$ cat src/rtl/hwb_pkg.sv
package hwb_pkg;
  typedef enum logic [1:0] {
    SZ_BYTE = 2'd0,
    SZ_HALF = 2'd1,
    SZ_WORD = 2'd2,
    SZ_RSVD = 2'd3
  } size_e;

  typedef struct packed {
    logic lo_wr;
    logic hi_wr;
    logic lo_rd;
    logic hi_rd;
    logic wd_wr;
    logic wd_rd;
    logic bad;
  } acc_t;
endpackage

$ cat src/rtl/hwb_decode.sv
module hwb_decode
  import hwb_pkg::*;
(
  input  logic       req_i,
  input  logic       we_i,
  input  logic [1:0] size_i,
  input  logic       hi_sel_i,
  output acc_t       acc_o
);
  logic is_half, is_word;

  assign is_half = (size_i == SZ_HALF);
  assign is_word = (size_i == SZ_WORD);

  always_comb begin
    acc_o       = '0;
    acc_o.lo_wr = req_i &  we_i & is_half & ~hi_sel_i;
    acc_o.hi_wr = req_i &  we_i & is_half &  hi_sel_i;
    acc_o.lo_rd = req_i & ~we_i & is_half & ~hi_sel_i;
    acc_o.hi_rd = req_i & ~we_i & is_half &  hi_sel_i;
    acc_o.wd_wr = req_i &  we_i & is_word;
    acc_o.wd_rd = req_i & ~we_i & is_word;
    acc_o.bad   = req_i & ~is_half & ~is_word;
  end
endmodule

$ cat src/rtl/hwb_hold_reg.sv
module hwb_hold_reg #(
  parameter int WIDTH = 16
) (
  input  logic             clk_i,
  input  logic             rst_ni,
  input  logic             load_i,
  input  logic [WIDTH-1:0] d_i,
  output logic [WIDTH-1:0] q_o
);
  always_ff @(posedge clk_i or negedge rst_ni) begin
    if (!rst_ni)     q_o <= '0;
    else if (load_i) q_o <= d_i;
  end
endmodule

$ cat src/rtl/half_word_bridge.sv
module half_word_bridge
  import hwb_pkg::*;
#(
  parameter int ADDR_W = 8,
  parameter int DATA_W = 32
) (
  input  logic              clk_i,
  input  logic              rst_ni,
  input  logic              s_req_i,
  input  logic              s_we_i,
  input  logic [1:0]        s_size_i,
  input  logic [ADDR_W-1:1] s_addr_i,
  input  logic [DATA_W-1:0] s_wdata_i,
  output logic [DATA_W-1:0] s_rdata_o,
  output logic              s_err_o,
  output logic              m_req_o,
  output logic              m_we_o,
  output logic [ADDR_W-1:0] m_addr_o,
  output logic [DATA_W-1:0] m_wdata_o,
  input  logic [DATA_W-1:0] m_rdata_i
);
  localparam int HALF_W = DATA_W / 2;

  acc_t              acc;
  logic [HALF_W-1:0] wbuf_q, rbuf_q;

  hwb_decode u_dec (
    .req_i    (s_req_i),
    .we_i     (s_we_i),
    .size_i   (s_size_i),
    .hi_sel_i (s_addr_i[1]),
    .acc_o    (acc)
  );

  hwb_hold_reg #(.WIDTH(HALF_W)) u_wbuf (
    .clk_i  (clk_i),
    .rst_ni (rst_ni),
    .load_i (acc.lo_wr),
    .d_i    (s_wdata_i[HALF_W-1:0]),
    .q_o    (wbuf_q)
  );

  hwb_hold_reg #(.WIDTH(HALF_W)) u_rbuf (
    .clk_i  (clk_i),
    .rst_ni (rst_ni),
    .load_i (acc.lo_rd),
    .d_i    (m_rdata_i[DATA_W-1:HALF_W]),
    .q_o    (rbuf_q)
  );

  assign m_req_o   = acc.lo_rd | acc.hi_wr | acc.wd_wr | acc.wd_rd;
  assign m_we_o    = acc.hi_wr | acc.wd_wr;
  assign m_addr_o  = {s_addr_i[ADDR_W-1:2], 2'b00};
  assign m_wdata_o = acc.wd_wr ? s_wdata_i : {s_wdata_i[HALF_W-1:0], wbuf_q};
  assign s_err_o   = acc.bad;

  always_comb begin
    s_rdata_o = '0;
    if (acc.wd_rd)      s_rdata_o = m_rdata_i;
    else if (acc.lo_rd) s_rdata_o = {{HALF_W{1'b0}}, m_rdata_i[HALF_W-1:0]};
    else if (acc.hi_rd) s_rdata_o = {{HALF_W{1'b0}}, rbuf_q};
  end
endmodule

$ cat config.mk
export PLATFORM = sky130hd
export DESIGN_NAME = half_word_bridge
export DESIGN_NICKNAME = d
export VERILOG_FILES = /design/src/rtl/hwb_pkg.sv /design/src/rtl/hwb_decode.sv /design/src/rtl/hwb_hold_reg.sv /design/src/rtl/half_word_bridge.sv
export SDC_FILE = /design/constraint.sdc
export NUM_CORES = 1
export LEC_CHECK = 0
export BUFFER_PORTS_ARGS = -buffer_cell sky130_fd_sc_hd__buf_2
export CORE_MARGIN = 3
export CORE_UTILIZATION = 40
export CTS_CLUSTER_DIAMETER = 120
export DETAILED_ROUTE_END_ITERATION = 10
export PLACE_DENSITY_LB_ADDON = 0.25
export SLEW_MARGIN = 20
export SYNTH_ARGS = -nofsm -noshare
export SYNTH_HDL_FRONTEND = slang
export SYNTH_HIERARCHICAL = 1
export SYNTH_SLANG_ARGS = --single-unit
$ cat constraint.sdc
create_clock -name clk_i -period 2.55 [get_ports clk_i]
set_input_delay 0.51 -clock clk_i [delete_from_list [all_inputs] [get_ports clk_i]]
set_output_delay 0.51 -clock clk_i [all_outputs]
set_load 0.05 [all_outputs]
# Word-level counts from Yosys, hierarchy flattened
# Cells that the tools add are included.
dict set report totals {
  latchBits 0
  register_bits 32
  ram_bits 0
  memories 0
  inputBits 77
  out_inout_bits 75
  rom_bits 0
}
dict set report classes {
  bitwise 20
  order_cmp 0
  n_shift 0
  n_mux 4
  reduce_logical 0
  div_mod_pow 0
  n_mul 0
  addsub 0
  eq_ne 2
}
# cell n
set ops {}
lappend ops {{2-to-1 mux 32 bit} 2}
lappend ops {{2-to-1 mux 16 bit} 2}
lappend ops {{bitwise AND 1 bit} 12}
lappend ops {{NOT 1 bit} 4}
lappend ops {{bitwise OR 1 bit} 4}
lappend ops {{== test 2 x 1 -> 1 bit (second input constant)} 1}
lappend ops {{== test 2 bit (second input constant)} 1}

# Longest topological paths before layout
# Gate-level depths: netlist of the first run.
dict set report depth {
  word_depth 7
  depth_mapped 6
  depth_no_buf 4
}

# Hierarchy
# Netlist of the first run, hierarchy kept.
# mod cells_each area_each_um2 seq_area_each_um2 n_inst
set modules_own_cells {}
lappend modules_own_cells {hwb_hold_reg 34 649.4 400.4 2}
lappend modules_own_cells {half_word_bridge 120 877.1 0.0 1}
lappend modules_own_cells {hwb_decode 11 73.8 0.0 1}

# Worst setup path before layout of the first run
# No wires, ideal clock.
dict set report synth_timing {
  path_kind {input port to output port}
  startpoint {in s_we_i}
  endpoint {out s_rdata_o[0]}
  t_required_ns 2.040
  n_path_buf 1
  path_stages 4
  t_arrival_ns 2.232
  slack_ns -0.192
  path_cell_list {and4bb_2 or2_1 buf_6 o21ai_0}
}
dict set report synth_via {
  elab_chain_cells 7
  elab_cells_between_ends 9
  cone_classes {mux: 3; bitwise: 6}
}
# item line
set synth_lines {}
lappend synth_lines {{start, declared} half_word_bridge.sv:10} ;# input logic s_we_i,
lappend synth_lines {{NOT 1 bit (*)} {hwb_decode.sv:19, hwb_decode.sv:20, hwb_decode.sv:22}}
lappend synth_lines {{bitwise AND 1 bit (*)} {hwb_decode.sv:19, hwb_decode.sv:20, hwb_decode.sv:22}}
lappend synth_lines {{bitwise AND 1 bit} {hwb_decode.sv:19, hwb_decode.sv:20}}
lappend synth_lines {{bitwise AND 1 bit} hwb_decode.sv:20} ;# acc_o.hi_rd = req_i & ~we_i & is_half & hi_sel_i;
lappend synth_lines {{2-to-1 mux 16 bit} half_word_bridge.sv:61} ;# else if (acc.hi_rd) s_rdata_o = {{HALF_W{1'b0}}, rbuf_q};
lappend synth_lines {{2-to-1 mux 16 bit} half_word_bridge.sv:60} ;# else if (acc.lo_rd) s_rdata_o = {{HALF_W{1'b0}}, m_rdata_i[HALF_W-1:0]};
lappend synth_lines {{2-to-1 mux 32 bit (*)} half_word_bridge.sv:59} ;# if (acc.wd_rd) s_rdata_o = m_rdata_i;
lappend synth_lines {{end, declared} half_word_bridge.sv:14} ;# output logic [DATA_W-1:0] s_rdata_o,
# Every way passes the cells marked *; elsewhere a longest branch is shown, timed or not.

==> impl_results.md, run 1 <==
* Post-layout utilization of the core at 57.1%
* Tcrit/Tclk final at between 90% and 100%
* Die X-Extent at ~81 um
* Total congestion overflow at 0
* Routed WL per cell at ~13 um
* Highest cell delay on the worst timing path at about 360 ps
* Proportion of synthesized area in mux cells at a little over a third
* Clock H-tree levels at 2
* Total design power at roughly 1900 uW
* Critical path, cell by cell: buf_2 > nor4_2 > buf_4 > o21ai_0 > o21ai_1 > buf_2
* Netlist area before placement at approximately 0.0022 mm^2
* Setup repair after global routing missed its margin: no
* Number of nets in the finished design at ~400
* Worst-case clock buffer depth at 2
* Worst slack, placed at around 220 ps
* Area fraction in and, or, nand and nor cells after synthesis at 10.8%
* Post-layout min period at ~2300 ps
* Number of cell rows at 26
* Floorplan die height at 81.0 um
* Clock sink count at 32
* DRC violations left at 0
* Total area of sequential cells at between 800 and 900 um^2
* Clock tree from TritonCTS: yes
* Cell area after layout at between 0.003 and 0.004 mm^2
* Final clock skew at 0 ps
* Leakage at 0.00155 uW
* PnR worst setup slack at around 220 ps
* Largest delay share family, worst path: buffers and inverters
* TNS Setup at 0 ps
* GRT Total Usage at between 10% and 20%
* Critical Path Start Type: primary input
* Detailed router's first-iteration violation count at 27
* Number of synthesized flops with an enable pin at 0
* Syn Area/Cell at 11.3 um^2
* Largest net degree at the start of global routing at 33
* Clock edge transition at the registers on the reported setup and hold paths at approximately 70 ps
* Area fraction in compound gates after synthesis at ~8.8%
* Area grow syn2layout at 33.8%
* Critical setup path kind: in -> out
* Antenna viol nets, final at 0
* Req. time, crit path at 2040 ps
* Number of gates given a new drive strength after cts at 0
* Commonest cells in the synthesized netlist: 44 x sky130_fd_sc_hd__mux2_2, 32 x sky130_fd_sc_hd__dfrtp_1, 20 x sky130_fd_sc_hd__mux2_4, 20 x sky130_fd_sc_hd__o21ai_0
* Total of hold buffers inserted after clock tree synthesis at 0
* Yosys top cell by area: sky130_fd_sc_hd__dfrtp_1
* Fraction of the mapped netlist area in adder cells at 0%
* Wire length of the first global-routing pass at 8.06 mm
* Largest vdd supply drop at around 0.36 mV
* Routability congestion estimate from global placement at approximately 0.70
* Status: completed
* Skew-Pair Late Insertion Delay at between 200 and 300 ps
* Core Area at between 0.005 and 0.006 mm^2
* Vias per cell at 4.84
* Filler Cell Count at between 400 and 500
* Antenna Diode Count at 0
* TritonCTS Buffers at 5
* Post-DP HPWL at approximately 4.1 mm
* Vias in the first global route at 1851
* Sequential element share of the synthesized area at between 30 and 40%
* Most common cell on crit path: sky130_fd_sc_hd__buf_2
* Area fraction of the dominant cell type after synthesis at a little over a third
* Top fanout value on the critical path at 25
* Worst hold path class: in -> async
* Number of endpoints failing setup at the final stage at 0
* Endpoint type of the worst setup path: primary output
* Area of combinational cells with multiple inputs at 0.00127 mm^2
* Cell types occupying the most area after synthesis: sky130_fd_sc_hd__dfrtp_1 36%, sky130_fd_sc_hd__mux2_2 22%, sky130_fd_sc_hd__mux2_4 13%
* Ports placed on the boundary at between 150 and 200
* Worst path slowest cell: sky130_fd_sc_hd__nor4_2
* Final Hold Viols at 0
* Internal Power at between 1000 and 1500 uW
* Post-synthesis register bit count at 32
* Proportion of total power due to net switching at about two fifths
* Maximum clock frequency at ~430 MHz
* Count leader, synth: sky130_fd_sc_hd__mux2_2
* Worst Tran Pin Value at between 700 and 800 ps
* Proportion of register bits with asynchronous set or reset after synthesis at between 90% and 100%
* Share of post-route cells with drive strength above 1 at 70.8%
* Dominant combinational cell family by area after synthesis: multiplexers
* Via count at around 1900
* Max-slew violation count at 0
* Initial cell density of the core at between 40% and 50%
* Bufs and invs on worst path at 3
* Signal arrival time at the worst endpoint at 1820 ps
* Synth warn at 6
* Combinational Power Share at a little over two fifths
* Post-CTS Setup Bufs at 0
* Power Dens Cells at slightly above 600 mW/mm^2
* CTS root buf: sky130_fd_sc_hd__clkbuf_8
* Post-synthesis share of cell area spent on xor and xnor gates at less than 1%
* Switch Pwr at 719 uW
* Sequential cell fraction of total power at a little under two fifths
* Worst slew slack as a fraction of its limit at 52.5%
* Placed Area at 0.00292 mm^2
* Number of search-and-repair iterations in the first detailed-routing pass at 5
* Main flop type after synthesis: sky130_fd_sc_hd__dfrtp_1
* Full die area at 0.00656 mm^2
* Count of input and output buffers at roughly 140
* Cells after synthesis at between 150 and 200
* Number of antenna violations at the first check in global routing at 0
* Max capacitance violation total at 0
* Number of distinct library cells after synthesis at 25
* Final wirelength at between 5 and 6 mm
* Part of the power in the clock network at 21.1%
==> sequential cells by signal, summed over array words and instances (netlist names) <==
signal	flops
u_rbuf/q_o	16
u_wbuf/q_o	16
==> stage by stage <==
| stage | std cells | hold WS (ps) |
|---|---|---|
| 4_1_cts | 399 | 294 |
| 2_1_floorplan | 200 | 214 |
| 6_report | 399 | 287 |
| 5_1_grt | 399 | 324 |
| 3_3_place_gp | 391 | 489 |
| 3_5_place_dp | 391 | 493 |
==> cell type report <==
type,count,share of cell area [%]
sequential,32,26.6
clock buffer,6,2.74
tap,70,2.91
clock inverter,2,0.333
multi-input combinational,144,42.2
timing repair buffer,145,25.2
==> cell usage in the layout, fill, tap and decap left out <==
cell                       instances
sky130_fd_sc_hd__clkinv_2          2
sky130_fd_sc_hd__nor4_2            1
sky130_fd_sc_hd__or2_1             2
sky130_fd_sc_hd__o21ai_1           2
sky130_fd_sc_hd__and4b_2           1
sky130_fd_sc_hd__buf_4             7
sky130_fd_sc_hd__conb_1            2
sky130_fd_sc_hd__and2_1           17
sky130_fd_sc_hd__nand2b_1          1
sky130_fd_sc_hd__o21ai_0          20
sky130_fd_sc_hd__and4bb_2          1
sky130_fd_sc_hd__nor2_1            1
sky130_fd_sc_hd__mux2_4           20
sky130_fd_sc_hd__or2_2             1
sky130_fd_sc_hd__nand2_1          17
sky130_fd_sc_hd__o21ai_2          10
sky130_fd_sc_hd__nand3_1           1
sky130_fd_sc_hd__buf_12            1
sky130_fd_sc_hd__buf_2           137
sky130_fd_sc_hd__clkbuf_8          6
sky130_fd_sc_hd__mux2_2           44
sky130_fd_sc_hd__dfrtp_1          32
sky130_fd_sc_hd__xnor2_1           1
sky130_fd_sc_hd__nor3_2            2
==> cell families (layout without fill, tap and decap cells) <==
logic type | after synthesis | in the layout
multiplexers | 64 | 64
AND/OR/NAND/NOR | 45 | 45
AO/OA/AOI/OAI | 32 | 32
flip-flops | 32 | 32
buffers and inverters | 24 | 153
other | 1 | 2
XOR/XNOR | 1 | 1
==> path summary, 6_finish.rpt <==
| path | from | endpoint | slack (ps) | cells past startpoint |
|---|---|---|---|---|
| max in group asynchronous | rst_ni | u_rbuf/q_o[10]$_DFFE_PN0P_ | 1810 | 1 |
| worst min-delay path | rst_ni | u_wbuf/q_o[10]$_DFFE_PN0P_ | 290 | 1 |
| worst max-delay path | s_addr_i[1] | s_rdata_o[4] | 220 | 6 |
| worst min register to register | u_rbuf/q_o[13]$_DFFE_PN0P_ | u_rbuf/q_o[13]$_DFFE_PN0P_ | 510 | 1 |
| min in group clk_i | m_rdata_i[19] | u_rbuf/q_o[3]$_DFFE_PN0P_ | 480 | 2 |
| worst max register to register | u_wbuf/q_o[6]$_DFFE_PN0P_ | u_wbuf/q_o[6]$_DFFE_PN0P_ | 1770 | 1 |
==> layer usage <==
metal | wire [um] | track usage [%] | part of all wire [%] | vias up
met2 | 2480 | 29.1 | 47 | 106
li1 | - | - | - | 944
met5 | 0 | 0 | 0 | -
met1 | 2200 | 18.1 | 42 | 879
met4 | 33 | 4.56 | 0.63 | 0
met3 | 548 | 3.77 | 10 | 2
==> power groups by stage <==
stage	Sequential (uW)	Combinational, uW	Clock [uW]
after floorplan	676	645	0
after detailed placement	695	783	0
final	691	777	391
after CTS	690	785	405
after global placement	690	771	0
after global routing	704	821	427
No activity file was read; power rests on OpenSTA's default activity.
==> run 2: changes to the inputs <==
--- a/config.mk
+++ b/config.mk
@@ -6,7 +6,7 @@
 export NUM_CORES = 1
 export LEC_CHECK = 0
 export BUFFER_PORTS_ARGS = -buffer_cell sky130_fd_sc_hd__buf_2
-export CORE_MARGIN = 3
+export CORE_MARGIN = 4
 export CORE_UTILIZATION = 40
 export CTS_CLUSTER_DIAMETER = 120
 export DETAILED_ROUTE_END_ITERATION = 10
==> impl_results.md, run 2 (synthesis results as in run 1) <==
* Commonest cells after routing, fill and taps aside: 137 x sky130_fd_sc_hd__buf_2, 44 x sky130_fd_sc_hd__mux2_2, 32 x sky130_fd_sc_hd__dfrtp_1, 20 x sky130_fd_sc_hd__o21ai_0, 20 x sky130_fd_sc_hd__mux2_4
* Post-layout utilization of the core at 55.3%
* Req. time, crit path at between 2000 and 2500 ps
* Vias per cell at about 4.8
* Top fanout value on the critical path at 17
* Sequential cell fraction of total power at a little under two fifths
* Global route hottest layer: met2
* Clock edge transition at the registers on the reported setup and hold paths at 60 ps
* Final Hold Viols at 0
* Routability congestion estimate from global placement at ~0.82
* CTS root buf: sky130_fd_sc_hd__clkbuf_8
* Setup repair after global routing missed its margin: no
* Final clock skew at 0 ps
* Number of nets in the finished design at ~400
* Max capacitance violation total at 0
* Clock H-tree levels at 2
* Count of input and output buffers at approximately 140
* PnR worst setup slack at about 240 ps
* Critical Path Start Type: primary input
* DRC violations left at 0
* Clock tree from TritonCTS: yes
* Non-filler instance count after layout at ~400
* Proportion of total power due to net switching at between 30% and 40%
* Ports placed on the boundary at roughly 150
* Clock sink count at 32
* Number of endpoints failing setup at the final stage at 0
* Wire length of the first global-routing pass at ~8.8 mm
* Worst slack, placed at about 130 ps
* Tcrit/Tclk final at 90.7%
* Core Area at approximately 0.0055 mm^2
* Part of the power in the clock network at a little over a fifth
* Status: completed
* Worst-case clock buffer depth at 2
* GRT Total Usage at between 10% and 20%
* Met2 track demand over resource in global routing at 25.5%
* Post-CTS Setup Bufs at 0
* Combinational Power Share at between 40% and 50%
* Internal Power at 1170 uW
* Full die area at between 0.006 and 0.007 mm^2
* Critical setup path kind: in -> out
* Startpoint of the most critical register-to-register path: u_rbuf/q_o[4]$_DFFE_PN0P_
* Worst Tran Pin Value at 700 ps
* Number of cell rows at 27
* Number of antenna violations at the first check in global routing at 0
* Largest regs: u_rbuf/q_o x16, u_wbuf/q_o x16
* Endpoint type of the worst setup path: primary output
* TritonCTS Buffers at 5
* Final wirelength at around 5.1 mm
* Share of post-route cells with drive strength above 1 at between 70% and 80%
* Total congestion overflow at 0
* Critical path origin: s_we_i
* TNS Setup at 0 ps
* Via count at 1896
* Die X-Extent at about 83 um
* Leading cell type in the layout, fill and taps excluded: sky130_fd_sc_hd__buf_2
* Skew-Pair Late Insertion Delay at 270 ps
* Vias in the first global route at around 1900
* Post-DP HPWL at between 3 and 4 mm
* Placed cell count at around 390
* Antenna viol nets, final at 0
* Power Dens Cells at ~600 mW/mm^2
* Signal arrival time at the worst endpoint at between 1500 and 2000 ps
* Fraction of met1 tracks used by global routing at between 10% and 20%
* Routed WL per cell at between 10 and 15 um
* Max-slew violation count at 0
* Largest vdd supply drop at roughly 0.38 mV
* Worst slew slack as a fraction of its limit at a little over half
* Initial cell density of the core at approximately two fifths
* Switch Pwr at roughly 700 uW
* Largest net degree at the start of global routing at 33
* Detailed router's first-iteration violation count at 32
* Floorplan die height at around 83 um
* Number of search-and-repair iterations in the first detailed-routing pass at 4
* Maximum clock frequency at around 430 MHz
* Total design power at about 1900 uW
* Area grow syn2layout at 34.6%
* Worst hold path class: in -> async
* Post-layout min period at 2310 ps
* Met3 Track Usage GR at slightly below 6%
* Antenna Diode Count at 0
* Leakage at 0.00155 uW
[run 2: cell types whose count changed in the layout (fill, tap and decap cells not counted), sizes merged]
cell / before / now
clkinv: 2 / 0
buf: 145 / 144
clkbuf: 6 / 7
[run 2: timing repair]
action | 4_1_cts | 5_1_grt
hold buffers | 0 | 0
setup endpoints to repair | 0 | 1
resized for setup | 0 | 1
hold endpoints to repair | 0 | 0
[run 2: stage by stage]
stage	instance area (um^2)	hold slack, ps
detailed placement	2920	491
global route	3030	331
finish	3030	279
global placement	2920	487
CTS	3020	304
floorplan	2250	214
[run 2: path summary, 6_finish.rpt]
path	cells after the start	slack (ps)	end
setup / recovery	6	240	s_rdata_o[3]
hold / removal	1	280	u_rbuf/q_o[10]$_DFFE_PN0P_
setup reg to reg	1	1780	u_rbuf/q_o[4]$_DFFE_PN0P_
hold reg to reg	1	510	u_rbuf/q_o[3]$_DFFE_PN0P_
max in group asynchronous	1	1820	u_wbuf/q_o[0]$_DFFE_PN0P_
min in group clk_i	2	470	u_rbuf/q_o[7]$_DFFE_PN0P_
[run 2: per-layer routing]
metal / part of all wire [%] / wire, um / vias up
li1: - / - / 939
met1: 42 / 2150 / 848
met2: 46 / 2340 / 101
met3: 11 / 549 / 8
met4: 1.3 / 67 / 0
met5: 0 / 0 / -
[run 2: area by class of cell]
class / instances / area (um^2)
Clock buffer: 7 / 96.3
Timing Repair Buffer: 144 / 763
Fill cell: 508 / 2440
Tap cell: 72 / 90.1
Sequential cell: 32 / 801
Multi-Input combinational cell: 144 / 1280
[run 2: critical path: stages]
cell	delay, ps
sky130_fd_sc_hd__buf_2	150
sky130_fd_sc_hd__and4bb_2	260
sky130_fd_sc_hd__or2_1	220
sky130_fd_sc_hd__buf_4	210
sky130_fd_sc_hd__o21ai_0	170
sky130_fd_sc_hd__buf_2	280
[run 2: power by group through the flow]
stage          clock network (uW)  logic [uW]  registers (uW)
3_3_place_gp                    0         768             691
6_report                      410         772             688
2_1_floorplan                   0         645             676
3_5_place_dp                    0         779             693
5_1_grt                       450         819             704
4_1_cts                       431         778             688
==> run 3: changes to the inputs <==
--- a/config.mk
+++ b/config.mk
@@ -14,5 +14,4 @@
 export SLEW_MARGIN = 20
 export SYNTH_ARGS = -nofsm -noshare
 export SYNTH_HDL_FRONTEND = slang
-export SYNTH_HIERARCHICAL = 1
 export SYNTH_SLANG_ARGS = --single-unit
==> impl_results.md, run 3 <==
* Vias per cell at roughly 4.8
* Die X-Extent at between 70 and 80 um
* Cells after synthesis at roughly 160
* Tcrit/Tclk final at between 90% and 100%
* TNS Setup at 0 ps
* Worst hold path class: in -> async
* Endpoint type of the worst setup path: primary output
* Final Hold Viols at 0
* Power Dens Cells at approximately 670 mW/mm^2
* Number of synthesized flops with an enable pin at 0
* Largest regs: u_rbuf.q_o x16, u_wbuf.q_o x16
* Leading cell type in the layout, fill and taps excluded: sky130_fd_sc_hd__buf_2
* Yosys top cell by area: sky130_fd_sc_hd__dfrtp_1
* Area fraction of the dominant cell type after synthesis at around 40%
* Skew-Pair Late Insertion Delay at ~270 ps
* Total congestion overflow at 0
* Worst reg2reg path depth at 1
* Worst Tran Pin Value at between 800 and 900 ps
* Netlist area before placement at about 0.0020 mm^2
* Routability congestion estimate from global placement at just under 0.7
* Full die area at around 0.0062 mm^2
* Req. time, crit path at 2040 ps
* Share of post-route cells with drive strength above 1 at 73.6%
* Status: completed
* Number of search-and-repair iterations in the first detailed-routing pass at 4
* Largest vdd supply drop at 0.380 mV
* Number of antenna violations at the first check in global routing at 0
* Final wirelength at approximately 5.0 mm
* GRT Total Usage at approximately 16%
* Maximum clock frequency at 418 MHz
* PnR worst setup slack at about 160 ps
* Number of gates given a new drive strength after cts at 0
* Routed WL per cell at ~14 um
* Leakage at 0.00155 uW
* Highest cell delay on the worst timing path at about 340 ps
* Initial cell density of the core at 41.9%
* Proportion of register bits with asynchronous set or reset after synthesis at 100%
* Worst-case clock buffer depth at 2
* Wire length of the first global-routing pass at roughly 8 mm
* Vias in the first global route at 1699
* Number of distinct library cells after synthesis at 23
* Syn Area/Cell at 12.5 um^2
* Post-CTS Setup Bufs at 0
* Largest net degree at the start of global routing at 33
* Sequential element share of the synthesized area at between 30% and 40%
* Number of endpoints failing setup at the final stage at 0
* DRC violations left at 0
* Floorplan die height at a little under 80 um
* Detailed router's first-iteration violation count at 42
* Critical Path Start Type: primary input
* Clock tree from TritonCTS: yes
* Most common cell on crit path: sky130_fd_sc_hd__buf_2
* Endpoint of the most critical register-to-register path: u_rbuf.q_o[6]$_DFFE_PN0P_
* Post-layout min period at around 2400 ps
* Ports placed on the boundary at around 150
* Worst path slowest cell: sky130_fd_sc_hd__or2_2
* Flop2flop setup slack at 1770 ps
* Post-DP HPWL at ~4.0 mm
* Clock H-tree levels at 2
* CTS root buf: sky130_fd_sc_hd__clkbuf_8
* Max capacitance violation total at 0
* Final clock skew at 0 ps
* Setup repair after global routing missed its margin: no
* Signal arrival time at the worst endpoint at roughly 1900 ps
* Cell types occupying the most area after synthesis: sky130_fd_sc_hd__dfrtp_1 40%, sky130_fd_sc_hd__mux2_2 30%, sky130_fd_sc_hd__mux2_4 7.4%
* Count of input and output buffers at roughly 140
* Max-slew violation count at 0
* Via count at between 1500 and 2000
* Commonest cells after routing, fill and taps aside: 137 x sky130_fd_sc_hd__buf_2, 53 x sky130_fd_sc_hd__mux2_2, 32 x sky130_fd_sc_hd__dfrtp_1, 16 x sky130_fd_sc_hd__and2_1, 16 x sky130_fd_sc_hd__a22o_1
* Commonest cells in the synthesized netlist: 53 x sky130_fd_sc_hd__mux2_2, 32 x sky130_fd_sc_hd__dfrtp_1, 16 x sky130_fd_sc_hd__a22o_1, 16 x sky130_fd_sc_hd__and2_1, 10 x sky130_fd_sc_hd__mux2_4
* Synth warn at 0
* Clock edge transition at the registers on the reported setup and hold paths at 60 ps
* Count leader, synth: sky130_fd_sc_hd__mux2_2
* Antenna viol nets, final at 0
* Clock sink count at 32
* Number of nets in the finished design at between 300 and 400
* Number of cell rows at 25
* Antenna Diode Count at 0
* Post-synthesis register bit count at 32
* Core Area at ~0.0048 mm^2
* Top fanout value on the critical path at 32
* TritonCTS Buffers at 5
* Critical setup path kind: in -> out
* Total of hold buffers inserted after clock tree synthesis at 0
* Startpoint of the most critical register-to-register path: u_rbuf.q_o[6]$_DFFE_PN0P_
* Worst slack, placed at between 150 and 200 ps
* Critical path, cell by cell: buf_2 > nand2b_1 > or2_2 > buf_12 > mux2_1 > buf_2
* Area grow syn2layout at 40.1%
* Main flop type after synthesis: sky130_fd_sc_hd__dfrtp_1
* Worst slew slack as a fraction of its limit at between 40% and 50%
run 3: worst max path at each step:
stage                start            end  slack, ps  cells past startpoint
2_1_floorplan  s_size_i[0]        m_req_o        120                      3
6_report       s_size_i[0]  m_wdata_o[16]        160                      6
3_5_place_dp   s_size_i[0]  m_wdata_o[16]        160                      6
4_1_cts        s_size_i[0]  m_wdata_o[16]        160                      6
3_3_place_gp   s_size_i[0]  m_wdata_o[16]        170                      6
5_1_grt        s_size_i[0]  m_wdata_o[16]        100                      6
run 3: metal layers:
metal	GRT usage, %	vias to the layer above	share of wire (%)
li1	-	834	-
met5	0	-	0
met2	29.1	57	54
met4	3.61	0	0.20
met3	3.97	4	6.4
met1	18.8	827	39
run 3: where the power goes:
part           switching (uW)  total, uW  internal [uW]
Sequential               62.0        688            626
Clock                     174        464            290
Combinational             463        742            279
run 3: stage by stage:
| step | hold slack, ps | utilization [%] | area (um^2) | cells | total power (uW) |
|---|---|---|---|---|---|
| 2_1_floorplan | 214 | - | 2020 | 163 | 1290 |
| 3_3_place_gp | 485 | 56.5 | 2720 | 354 | 1430 |
| 3_5_place_dp | 492 | 56.5 | 2720 | 354 | 1440 |
| 4_1_cts | 303 | 58.7 | 2830 | 362 | 1920 |
| 5_1_grt | 350 | 58.7 | 2830 | 362 | 1990 |
| 6_report | 287 | 58.7 | 2830 | 362 | 1890 |
run 3: cell type report:
type                            instances  area (um^2)
Fill cell                             458         1990
Multi-Input combinational cell        113         1100
Sequential cell                        32          801
Timing Repair Buffer                  142          736
Tap cell                               67         83.8
Clock buffer                            6         72.6
Clock inverter                          2         35.0
run 3: critical path, delay by kind of cell:
family	cells	cell delay (ps)
buffers and inverters	3	500
AND/OR/NAND/NOR	2	540
multiplexers	1	310
run 3: cells by family after synthesis:
family          Yosys count  synth area share (%)
mux                      64                  37.5
buf+inv                  18                  6.01
other cells               1                 0.186
simple gates             29                  8.98
flops                    32                  39.7
compound gates           18                  7.62
